<file path="config.mk">
export PLATFORM = sky130hd
export DESIGN_NAME = splittmr_top
export DESIGN_NICKNAME = d
export VERILOG_FILES = /design/src/rtl/splittmr_pkg.sv /design/src/rtl/splittmr_tick_sel.sv /design/src/rtl/splittmr_byte.sv /design/src/rtl/splittmr_top.sv
export SDC_FILE = /design/constraint.sdc
export NUM_CORES = 1
export LEC_CHECK = 0
export ABC_CLOCK_PERIOD_IN_PS = 1500
export BUFFER_PORTS_ARGS = -buffer_cell sky130_fd_sc_hd__buf_2
export CORE_AREA = 5 5 75 77
export DETAILED_ROUTE_END_ITERATION = 6
export DIE_AREA = 0 0 80 82
export MAX_ROUTING_LAYER = met4
export PLACE_DENSITY_LB_ADDON = 0.3
export SLEW_MARGIN = 20
export SYNTH_ARGS = -nofsm -noshare
export SYNTH_HDL_FRONTEND = slang
export SYNTH_HIERARCHICAL = 1
export SYNTH_SLANG_ARGS = --single-unit
</file>
<file path="constraint.sdc">
create_clock -name clk -period 1.5 [get_ports clk]
set_clock_uncertainty 0.1 [all_clocks]
set_input_delay 0.15 -clock clk [delete_from_list [all_inputs] [get_ports clk]]
set_output_delay 0.15 -clock clk [all_outputs]
set_load 0.02 [all_outputs]
</file>
<file path="src/rtl/splittmr_pkg.sv">
package splittmr_pkg;
  localparam int CTRL_W = 8;
  // control bit positions, read back by software in this order
  localparam int B_FLAG_HI  = 7;
  localparam int B_FLAG_LO  = 6;
  localparam int B_LO_IEN   = 5;
  localparam int B_CAP_EN   = 4;
  localparam int B_SPLIT    = 3;
  localparam int B_RUN      = 2;
  localparam int B_SRC_SEL  = 1;
  localparam int B_EXT_SEL  = 0;

  typedef enum logic [2:0] {
    A_CTRL  = 3'd0,
    A_CNT_L = 3'd1,
    A_CNT_H = 3'd2,
    A_RLD_L = 3'd3,
    A_RLD_H = 3'd4
  } reg_addr_e;
endpackage

</file>
<file path="src/rtl/splittmr_tick_sel.sv">
module splittmr_tick_sel (
  input  logic tick_div12,
  input  logic tick_ext_a,
  input  logic tick_ext_b,
  input  logic ext_sel,
  input  logic src_sel,
  input  logic cap_en,
  output logic cnt_tick,
  output logic cap_tick
);
  logic ext_tick;

  always_comb begin
    ext_tick = src_sel ? tick_ext_b : tick_ext_a;
    cnt_tick = ext_sel ? ext_tick : tick_div12;
    cap_tick = cap_en & ext_tick;
  end
endmodule

</file>
<file path="src/rtl/splittmr_byte.sv">
module splittmr_byte #(
  parameter int W = 8
) (
  input  logic         clk,
  input  logic         rst_n,
  input  logic         wr,
  input  logic [W-1:0] wr_val,
  input  logic         inc,
  input  logic         load,
  input  logic [W-1:0] rld,
  output logic [W-1:0] cnt,
  output logic         at_max
);
  logic [W-1:0] cnt_d;
  logic         cnt_en;

  always_comb begin
    cnt_en = wr | load | inc;
    if (wr)        cnt_d = wr_val;
    else if (load) cnt_d = rld;
    else           cnt_d = cnt + W'(1);
    at_max = (cnt == {W{1'b1}});
  end

  always_ff @(posedge clk or negedge rst_n) begin
    if (!rst_n)      cnt <= '0;
    else if (cnt_en) cnt <= cnt_d;
  end
endmodule

</file>
<file path="src/rtl/splittmr_top.sv">
module splittmr_top
  import splittmr_pkg::*;
#(
  parameter int BYTE_W = 8,
  parameter int ADDR_W = 3
) (
  input  logic              clk,
  input  logic              rst_n,
  input  logic              tick_div12,
  input  logic              tick_ext_a,
  input  logic              tick_ext_b,
  input  logic [ADDR_W-1:0] addr,
  input  logic              wr_en,
  input  logic [BYTE_W-1:0] wr_data,
  output logic [BYTE_W-1:0] rd_data,
  output logic              irq
);
  localparam int CNT_W  = 2 * BYTE_W;
  localparam int N_BYTE = 2;

  logic [1:0]          rst_sync;
  logic                rst_int_n;
  logic [CTRL_W-1:0]   ctrl_q, ctrl_d;
  logic [CNT_W-1:0]    count_q, reload_q, reload_d;
  logic                cnt_tick, cap_tick;
  logic                split, run;
  logic [N_BYTE-1:0]   b_inc, b_load, b_max, b_wr;
  logic [BYTE_W-1:0]   b_cnt [N_BYTE];
  logic [BYTE_W-1:0]   b_rld [N_BYTE];
  logic                lo_roll, hi_roll;
  logic                wr_ctrl, wr_rld_l, wr_rld_h;

  // asynchronous assert, synchronous release
  always_ff @(posedge clk or negedge rst_n) begin
    if (!rst_n) rst_sync <= 2'b00;
    else        rst_sync <= {rst_sync[0], 1'b1};
  end
  assign rst_int_n = rst_sync[1];

  assign split = ctrl_q[B_SPLIT];
  assign run   = ctrl_q[B_RUN];

  splittmr_tick_sel u_tick (
    .tick_div12 (tick_div12),
    .tick_ext_a (tick_ext_a),
    .tick_ext_b (tick_ext_b),
    .ext_sel    (ctrl_q[B_EXT_SEL]),
    .src_sel    (ctrl_q[B_SRC_SEL]),
    .cap_en     (ctrl_q[B_CAP_EN]),
    .cnt_tick   (cnt_tick),
    .cap_tick   (cap_tick)
  );

  // byte advance and reload decisions
  always_comb begin
    b_wr[0]   = wr_en && (addr == ADDR_W'(A_CNT_L));
    b_wr[1]   = wr_en && (addr == ADDR_W'(A_CNT_H));
    b_inc[0]  = cnt_tick & (split | run);
    b_inc[1]  = split ? (cnt_tick & run) : (b_inc[0] & b_max[0]);
    b_load[0] = b_inc[0] & b_max[0] & (split | b_max[1]);
    b_load[1] = b_inc[1] & b_max[1];
    lo_roll   = b_inc[0] & b_max[0];
    hi_roll   = b_inc[1] & b_max[1];
  end

  for (genvar i = 0; i < N_BYTE; i++) begin : g_byte
    assign b_rld[i] = reload_q[i*BYTE_W +: BYTE_W];
    splittmr_byte #(.W(BYTE_W)) u_byte (
      .clk    (clk),
      .rst_n  (rst_int_n),
      .wr     (b_wr[i]),
      .wr_val (wr_data),
      .inc    (b_inc[i]),
      .load   (b_load[i]),
      .rld    (b_rld[i]),
      .cnt    (b_cnt[i]),
      .at_max (b_max[i])
    );
  end

  assign count_q = {b_cnt[1], b_cnt[0]};

  // control and reload next state
  always_comb begin
    wr_ctrl  = wr_en && (addr == ADDR_W'(A_CTRL));
    wr_rld_l = wr_en && (addr == ADDR_W'(A_RLD_L));
    wr_rld_h = wr_en && (addr == ADDR_W'(A_RLD_H));

    ctrl_d = wr_ctrl ? wr_data : ctrl_q;
    ctrl_d[B_FLAG_HI] = ctrl_d[B_FLAG_HI] | hi_roll | cap_tick;
    ctrl_d[B_FLAG_LO] = ctrl_d[B_FLAG_LO] | lo_roll;

    reload_d = cap_tick ? count_q : reload_q;
    if (wr_rld_l) reload_d[BYTE_W-1:0]     = wr_data;
    if (wr_rld_h) reload_d[CNT_W-1:BYTE_W] = wr_data;
  end

  always_ff @(posedge clk or negedge rst_int_n) begin
    if (!rst_int_n) begin
      ctrl_q   <= '0;
      reload_q <= '0;
    end else begin
      ctrl_q   <= ctrl_d;
      reload_q <= reload_d;
    end
  end

  always_comb begin
    irq = ctrl_q[B_FLAG_HI] | (ctrl_q[B_FLAG_LO] & ctrl_q[B_LO_IEN]);
    case (addr)
      ADDR_W'(A_CTRL):  rd_data = ctrl_q;
      ADDR_W'(A_CNT_L): rd_data = b_cnt[0];
      ADDR_W'(A_CNT_H): rd_data = b_cnt[1];
      ADDR_W'(A_RLD_L): rd_data = reload_q[BYTE_W-1:0];
      ADDR_W'(A_RLD_H): rd_data = reload_q[CNT_W-1:BYTE_W];
      default:          rd_data = '0;
    endcase
  end
endmodule

</file>
==> metrics.md, run 1 <==
| Metric | Value |
|---|---|
| Setup Viol. Count Final | `41` |
| GRT overflow | `0` |
| Drt first pass iters | `5` |
| Cell taking the most area after synthesis | `dfrtp_1` |
| Area share of the largest cell type after synthesis | `0.3834` |
| Global-route usage over all layers | `0.3078` |
| DRC Markers | `0` |
| Crit share post-route | `1.444` |
| Crit-path max FO | `4` |
| Max VDD drop | `0.9149 mV` |
| H-tree Lvls | `2` |
| Critical Path Max Stage Delay | `0.41 ns` |
| Die W | `80 um` |
| Die span in y | `82 um` |
| Nets | `403` |
| Unrepaired setup endpoints after global routing | `true` |
| Crit path launch | `ctrl_q[1]` |
| Die area | `6560 um2` |
| CTS tree | `done` |
| Min Tclk post-route | `2.166 ns` |
| Root Driver | `clkbuf_8` |
| Fmax | `461.7 MHz` |
| Setup crit end kind | `flop` |
| WHS Path Cells | `3` |
| Largest net degree at the start of global routing | `41` |
| EDFF count, synth | `0` |
| Initial antenna violation count | `0` |
| Cell Chain, Critical Path | `mux2i_2, a21oi_2, buf_4, o2111a_2, buf_12, a21o_1, or4_1, o311a_1` |
| Syn-to-layout area delta | `48.65%` |
| WHS | `0.03592 ns` |
| Post-route core utilization | `0.8241` |
| Clock Tree Buf Depth | `2` |
| Failing checks | `setup timing` |
| Share of flip-flops with an asynchronous set or reset | `1.000` |
| Synthesized area per cell | `9.552 um2` |
| CP max stage cell | `or4_1` |
| Crit path kind | `reg -> reg` |
| Core Region | `4945 um2` |
| Synth unique cells | `58` |
| Hold WC Path Type | `in -> reg` |
| Adder-cell area share of the yosys netlist | `0.009128` |
| Status | `finished, violations left` |
| Max cap viols | `0` |
| Vias per inst | `6.264` |
| # clock sinks | `42` |
| Synth Area in XOR/XNOR | `0.01917` |
| Largest cells by area after synthesis | `dfrtp_1 (38%), mux2i_1 (11%), mux2_2 (5.8%)` |
| Critical path required time | `1.59 ns` |
| GP Congestion | `0.8992` |
| Port bufs | `25` |
| Leak | `1.780 nW` |
| R2R cell count | `8` |
| Sequential share of the synthesized area | `0.3834` |
| Cell Pwr Density | `1463 nW/um2` |
| Mux share of post-synthesis cell area | `0.1753` |
| Vias | `2850` |
| Drt wl/cell | `20.92 um` |
| Top Ports | `26` |
| Final Worst Setup Slack | `-0.6661 ns` |
| Synth Flop Type | `dfrtp_1` |
| Yosys warnings | `6` |
| Final Hold Viols | `0` |
| Final Slew Violations | `0` |
| Simple-gate share of the synthesized area | `0.2236` |
| Number of global-route vias before repair | `2925` |
| Yosys reg bits | `42` |
| Final wirelength | `9520 um` |
| First-pass GRT wire length | `14750 um` |
| Combined area of all synthesized cells | `2741 um2` |
| Main combinational cell family by area after synthesis | `simple AND/OR/NAND/NOR gates` |
| RR Startpoint | `ctrl_q[1]` |
| Initial DRC Count | `309` |
| Tot Pwr | `5.961 mW` |
| Clock buffers created by TritonCTS | `5` |
| Initial core utilization | `0.5544` |
| N_diodes | `0` |
| R2R Path End | `g_byte[1].u_byte/cnt[7]` |
| Final TNS setup | `-13.16 ns` |
| Placement Rows | `26` |
| Layout cells sized above 1 | `0.4442` |
| Clk pin slew, worst setup/hold paths | `0.08 ns` |
| Syn Inst Count | `287` |
| Later-pin clock latency in the skew report | `0.30 ns` |
| Placement Setup Slack | `-0.5971 ns` |
| Compound-cell area share of the yosys netlist | `0.1479` |
| Crit path to | `g_byte[1].u_byte/cnt[7]` |
| Antenna Violating Nets Remaining | `0` |
| CP startpoint kind | `flop` |
| Worst EP arrival | `2.26 ns` |
| Post-DP HPWL | `5385 um` |
| Worst R2R Setup Slack | `-0.67 ns` |
| Total nets after synthesis | `306` |
-- where the power goes --
group,switching (mW),internal (mW)
combinational,1.43,1.65
clock,0.396,0.499
sequential,0.428,1.56
-- area by class of cell --
class	instances	area (um2)
sequential	42	1054
timing repair buffer	106	970.9
clock inverter	1	30.03
multi-input combinational	225	1842
fill	281	869.6
tap	70	87.58
clock buffer	7	76.32
inverter	4	15.01
-- metal layers --
layer	wire length, um	global-route usage	share of wire
met5	0	-	0
met3	712	0.05482	0.075
met2	4643	0.5273	0.49
met4	274	0.1132	0.029
met1	3890	0.3638	0.41
-- cells by family (layout without fill, tap and decap cells) --
kind of cell    count (synthesis)  in the layout
fa+ha+maj                       2              2
other cells                     1              1
flops                          42             42
compound gates                 61             61
simple gates                  110            110
mux                            45             45
buf+inv                        20            118
xor+xnor                        6              6
-- cell usage in the layout (no fill, tap or decap), types with 3 or more instances in the layout --
cell and instances:
a21oi_1 10, xor2_1 5, buf_12 5, buf_2 17, or3_1 4, nor3b_2 3, nand3_1 6, o21ai_0 3
clkbuf_8 5, dfrtp_1 40, o31ai_1 3, nor2b_1 7, a21oi_2 3, a221o_1 6, buf_6 28, o21ai_1 13
nand4_1 3, nor3_1 5, mux2i_1 29, mux2_4 6, buf_4 52, nor2_1 19, nand2_1 27, mux2_2 8
-- flip-flops by register name, summed over array words and instances, names as in the netlist --
register / flops
ctrl_q: 8
g_byte.u_byte/cnt: 16
reload_q: 16
rst_sync: 2
-- worst min-delay path by stage --
| stage | end | start |
|---|---|---|
| after CTS | reload_q[14] | wr_data[6] |
| after floorplan | rst_sync[0] | rst_n |
| final | reload_q[14] | wr_data[6] |
| after detailed placement | rst_sync[0] | rst_n |
| after global routing | reload_q[14] | wr_data[6] |
| after global placement | rst_sync[1] | rst_n |
-- cells in the mapped netlist (all sizes together), types with 2 or more instances --
cell type	n
nor2b	8
nand3b	2
a21o	2
a211oi	2
mux2	14
nor4bb	2
and3b	2
or3b	4
a31oi	2
ha	2
buf	14
mux2i	30
o21ai	17
or3	4
o31ai	3
xor2	5
and2	2
nand3	7
a221o	6
nand2	29
a21boi	2
nor3b	6
nor2	23
inv	4
dfrtp	42
a21oi	13
clkbuf	2
o22ai	4
nand2b	2
nor3	8
nand4	4
-- stage by stage --
stage	instances	area [um2]
CTS	454	3965
floorplan	287	2801
global route	455	4075
detailed placement	424	3397
finish	455	4075
global placement	424	3397
-- repair_timing --
action                                 in CTS  in global routing
gates resized for setup                    71                 34
setup endpoints to repair                  41                 42
endpoints found under the hold margin       2                  0
cloned                                      2                  0
pin swaps                                  27                 18
hold buffers                                1                  0
buffers inserted                           20                 12
-- worst max-delay path: cells and delay by family (launching register included) --
kind | cells | cell delay [ns]
simple gates | 1 | 0.41
flops | 1 | 0.40
buf+inv | 2 | 0.29
mux | 1 | 0.28
compound gates | 4 | 0.58
Power figures use the tool's default switching activity.
==> run 2, diff against run 1 <==
--- a/config.mk
+++ b/config.mk
@@ -7,13 +7,12 @@
 export LEC_CHECK = 0
 export ABC_CLOCK_PERIOD_IN_PS = 1500
 export BUFFER_PORTS_ARGS = -buffer_cell sky130_fd_sc_hd__buf_2
-export CORE_AREA = 5 5 75 77
+export CORE_AREA = 5 5 73 75
 export DETAILED_ROUTE_END_ITERATION = 6
-export DIE_AREA = 0 0 80 82
+export DIE_AREA = 0 0 78 80
 export MAX_ROUTING_LAYER = met4
 export PLACE_DENSITY_LB_ADDON = 0.3
 export SLEW_MARGIN = 20
 export SYNTH_ARGS = -nofsm -noshare
 export SYNTH_HDL_FRONTEND = slang
-export SYNTH_HIERARCHICAL = 1
 export SYNTH_SLANG_ARGS = --single-unit
==> metrics.md, run 2 <==
| Metric | Value |
|---|---|
| Setup crit end kind | `flop` |
| Worst EP arrival | `1.99 ns` |
| Min-delay src | `wr_data[7]` |
| Number of global-route vias before repair | `2815` |
| Initial DRC Count | `385` |
| Critical Path Max Stage Delay | `0.37 ns` |
| Die span in y | `80 um` |
| Cell Chain, Critical Path | `ha_2, and3_4, and3_4, o2111a_2, a21oi_2, o31ai_1` |
| RR Startpoint | `g_byte[0].u_byte.cnt[1]` |
| # clock sinks | `42` |
| CP bufs+invs | `0` |
| Max cap viols | `0` |
| CP most frequent cell | `and3_4` |
| Final wirelength | `9464 um` |
| R2R cell count | `6` |
| Antenna Violating Nets Remaining | `0` |
| Clock buffers created by TritonCTS | `5` |
| H-tree Lvls | `2` |
| Crit path kind | `reg -> reg` |
| Vias | `2895` |
| Placement Rows | `25` |
| Placed insts | `404` |
| Drt wl/cell | `21.91 um` |
| WHS Path Cells | `3` |
| Initial antenna violation count | `0` |
| Cell area after layout | `3771 um2` |
| Area share of the largest cell type after synthesis | `0.3975` |
| Fin cells | `432` |
| Final Hold Viols | `0` |
| Slew @ Worst Pin | `0.5681 ns` |
| Vias per inst | `6.701` |
| Worst R2R Setup Slack | `-0.40 ns` |
| Top Ports | `26` |
| First-pass GRT wire length | `14120 um` |
| Most frequent cells in the layout | `buf_4 (60), dfrtp_1 (42), mux2i_1 (33)` |
| Synthesized area per cell | `9.244 um2` |
| Cell taking the most area after synthesis | `dfrtp_1` |
| R2R Path End | `g_byte[1].u_byte.cnt[2]` |
| Core Region | `4598 um2` |
| Setup Viol. Count Final | `41` |
| Combined area of all synthesized cells | `2644 um2` |
| CP max stage cell | `dfrtp_1` |
| Root Driver | `clkbuf_8` |
| Die area | `6240 um2` |
| Final Slew Violations | `0` |
| Fmax | `526.3 MHz` |
| Sequential share of the synthesized area | `0.3975` |
| Top flop regs | `g_byte.u_byte.cnt x16, reload_q x16, ctrl_q x8` |
| Syn-to-layout area delta | `42.64%` |
| Final TNS setup | `-8.355 ns` |
| Yosys reg bits | `42` |
| Synth Flop Type | `dfrtp_1` |
| Status | `finished, violations left` |
| Hold WC Path Type | `in -> reg` |
| Slew margin rel. | `0.6213` |
| Initial core utilization | `0.5750` |
| Leak | `1.719 nW` |
| Dpl cell area | `3281 um2` |
| Drt first pass iters | `5` |
| Port bufs | `25` |
| Largest net degree at the start of global routing | `29` |
| Largest cells by area after synthesis | `dfrtp_1 (40%), mux2i_1 (14%), a21oi_1 (4.7%)` |
| Yosys warnings | `0` |
| N_diodes | `0` |
| Later-pin clock latency in the skew report | `0.30 ns` |
| Post-synth top cells | `dfrtp_1 (42), mux2i_1 (36), nor2_1 (29)` |
| Syn Inst Count | `286` |
| Unrepaired setup endpoints after global routing | `true` |
| EDFF count, synth | `0` |
| Nets | `396` |
| Post-DP HPWL | `5674 um` |
| Crit share post-route | `1.267` |
| CP startpoint kind | `flop` |
| Min Tclk post-route | `1.900 ns` |
| Synth unique cells | `49` |
| Hold worst-path end | `reload_q[15]` |
| WHS | `0.04473 ns` |
| Layout cells sized above 1 | `0.4259` |
| CP top delay family | `compound AO/OA/AOI/OAI gates` |
| DRC Markers | `0` |
| Max VDD drop | `0.9407 mV` |
| Count leader, synth | `dfrtp_1` |
| Filler Cell Count | `260` |
| GRT overflow | `0` |
| Failing checks | `setup timing` |
| Share of flip-flops with an asynchronous set or reset | `1.000` |
| Most common cell after layout, fill and taps aside | `buf_4` |
| CP Depth | `6` |
| Crit-path max FO | `8` |
| Cell Pwr Density | `1605 nW/um2` |
| Final Worst Setup Slack | `-0.3999 ns` |
| Die W | `78 um` |
| Total nets after synthesis | `305` |
| Clock Tree Buf Depth | `2` |
| CTS tree | `done` |
| GP Congestion | `0.8990` |
| Clk pin slew, worst setup/hold paths | `0.08 ns` |
| Critical path required time | `1.59 ns` |
| Global-route usage over all layers | `0.3016` |
==> run 2: layer usage <==
metal	track usage	vias up	share of wire
li1	-	1235	-
met4	0.1132	0	0.044
met2	0.4800	202	0.47
met5	-	-	0
met3	0.05643	52	0.096
met1	0.3843	1406	0.39
==> run 2: power by group <==
group / internal [mW] / switching, mW
registers: 1.57 / 0.388
clock network: 0.372 / 0.394
logic: 1.66 / 1.67
total: 3.60 / 2.45
==> run 2: kinds of logic (layout without fill, tap and decap cells) <==
| kind of cell | count (synthesis) | count (layout) | synth area share |
|---|---|---|---|
| AOI/OAI and AO/OA | 78 | 78 | 0.1931 |
| and+or+nand+nor | 91 | 91 | 0.1656 |
| adders and majority gates | 2 | 2 | 0.009464 |
| muxes | 45 | 45 | 0.1803 |
| xor gates and xnor gates | 6 | 6 | 0.01988 |
| other | 1 | 1 | 0.001418 |
| buffers and inverters | 21 | 113 | 0.03266 |
| DFF | 42 | 42 | 0.3975 |
==> run 2: final cells by class <==
type	count	area [um2]	area share
Clock inverter	1	5.005	0.001327
Clock buffer	7	86.33	0.02289
Multi-Input combinational cell	223	1722	0.4565
Timing Repair Buffer	102	828.3	0.2196
Tap cell	54	67.56	0.01792
Sequential cell	42	1051	0.2787
Inverter	3	11.26	0.002986
==> run 2: tightest hold or removal path: stages <==
cell,delay (ns)
buf_2,0.14
nand2_1,0.06
o21ai_1,0.05
==> run 2: how the worst max path moves through the flow <==
stage / slack, ns / end / startpoint
2_1_floorplan: -0.40 / g_byte[1].u_byte.cnt[4] / g_byte[0].u_byte.cnt[0]
3_3_place_gp: -0.31 / g_byte[0].u_byte.cnt[6] / g_byte[0].u_byte.cnt[1]
3_5_place_dp: -0.36 / g_byte[1].u_byte.cnt[4] / g_byte[0].u_byte.cnt[1]
4_1_cts: -0.38 / g_byte[1].u_byte.cnt[5] / g_byte[0].u_byte.cnt[1]
5_1_grt: -0.49 / g_byte[0].u_byte.cnt[0] / g_byte[0].u_byte.cnt[0]
6_report: -0.40 / g_byte[1].u_byte.cnt[2] / g_byte[0].u_byte.cnt[1]
==> run 2: what timing repair did <==
item | 4_1_cts | 5_1_grt
setup endpoints to repair | 42 | 42
gates resized for setup | 55 | 17
hold buffers | 1 | 0
setup buffers | 14 | 5
endpoints found under the hold margin | 2 | 0
cloned | 1 | 0
pin swaps | 20 | 12
==> run 2: per-stage QoR <==
stage | utilization | worst slack, ns | power (mW)
finish | 0.8201 | -0.3999 | 6.052
global route | 0.8201 | -0.4911 | 6.377
CTS | 0.8033 | -0.3796 | 5.720
detailed placement | 0.7135 | -0.3620 | 4.431
global placement | 0.7135 | -0.3069 | 4.332
floorplan | - | -0.3975 | 3.473
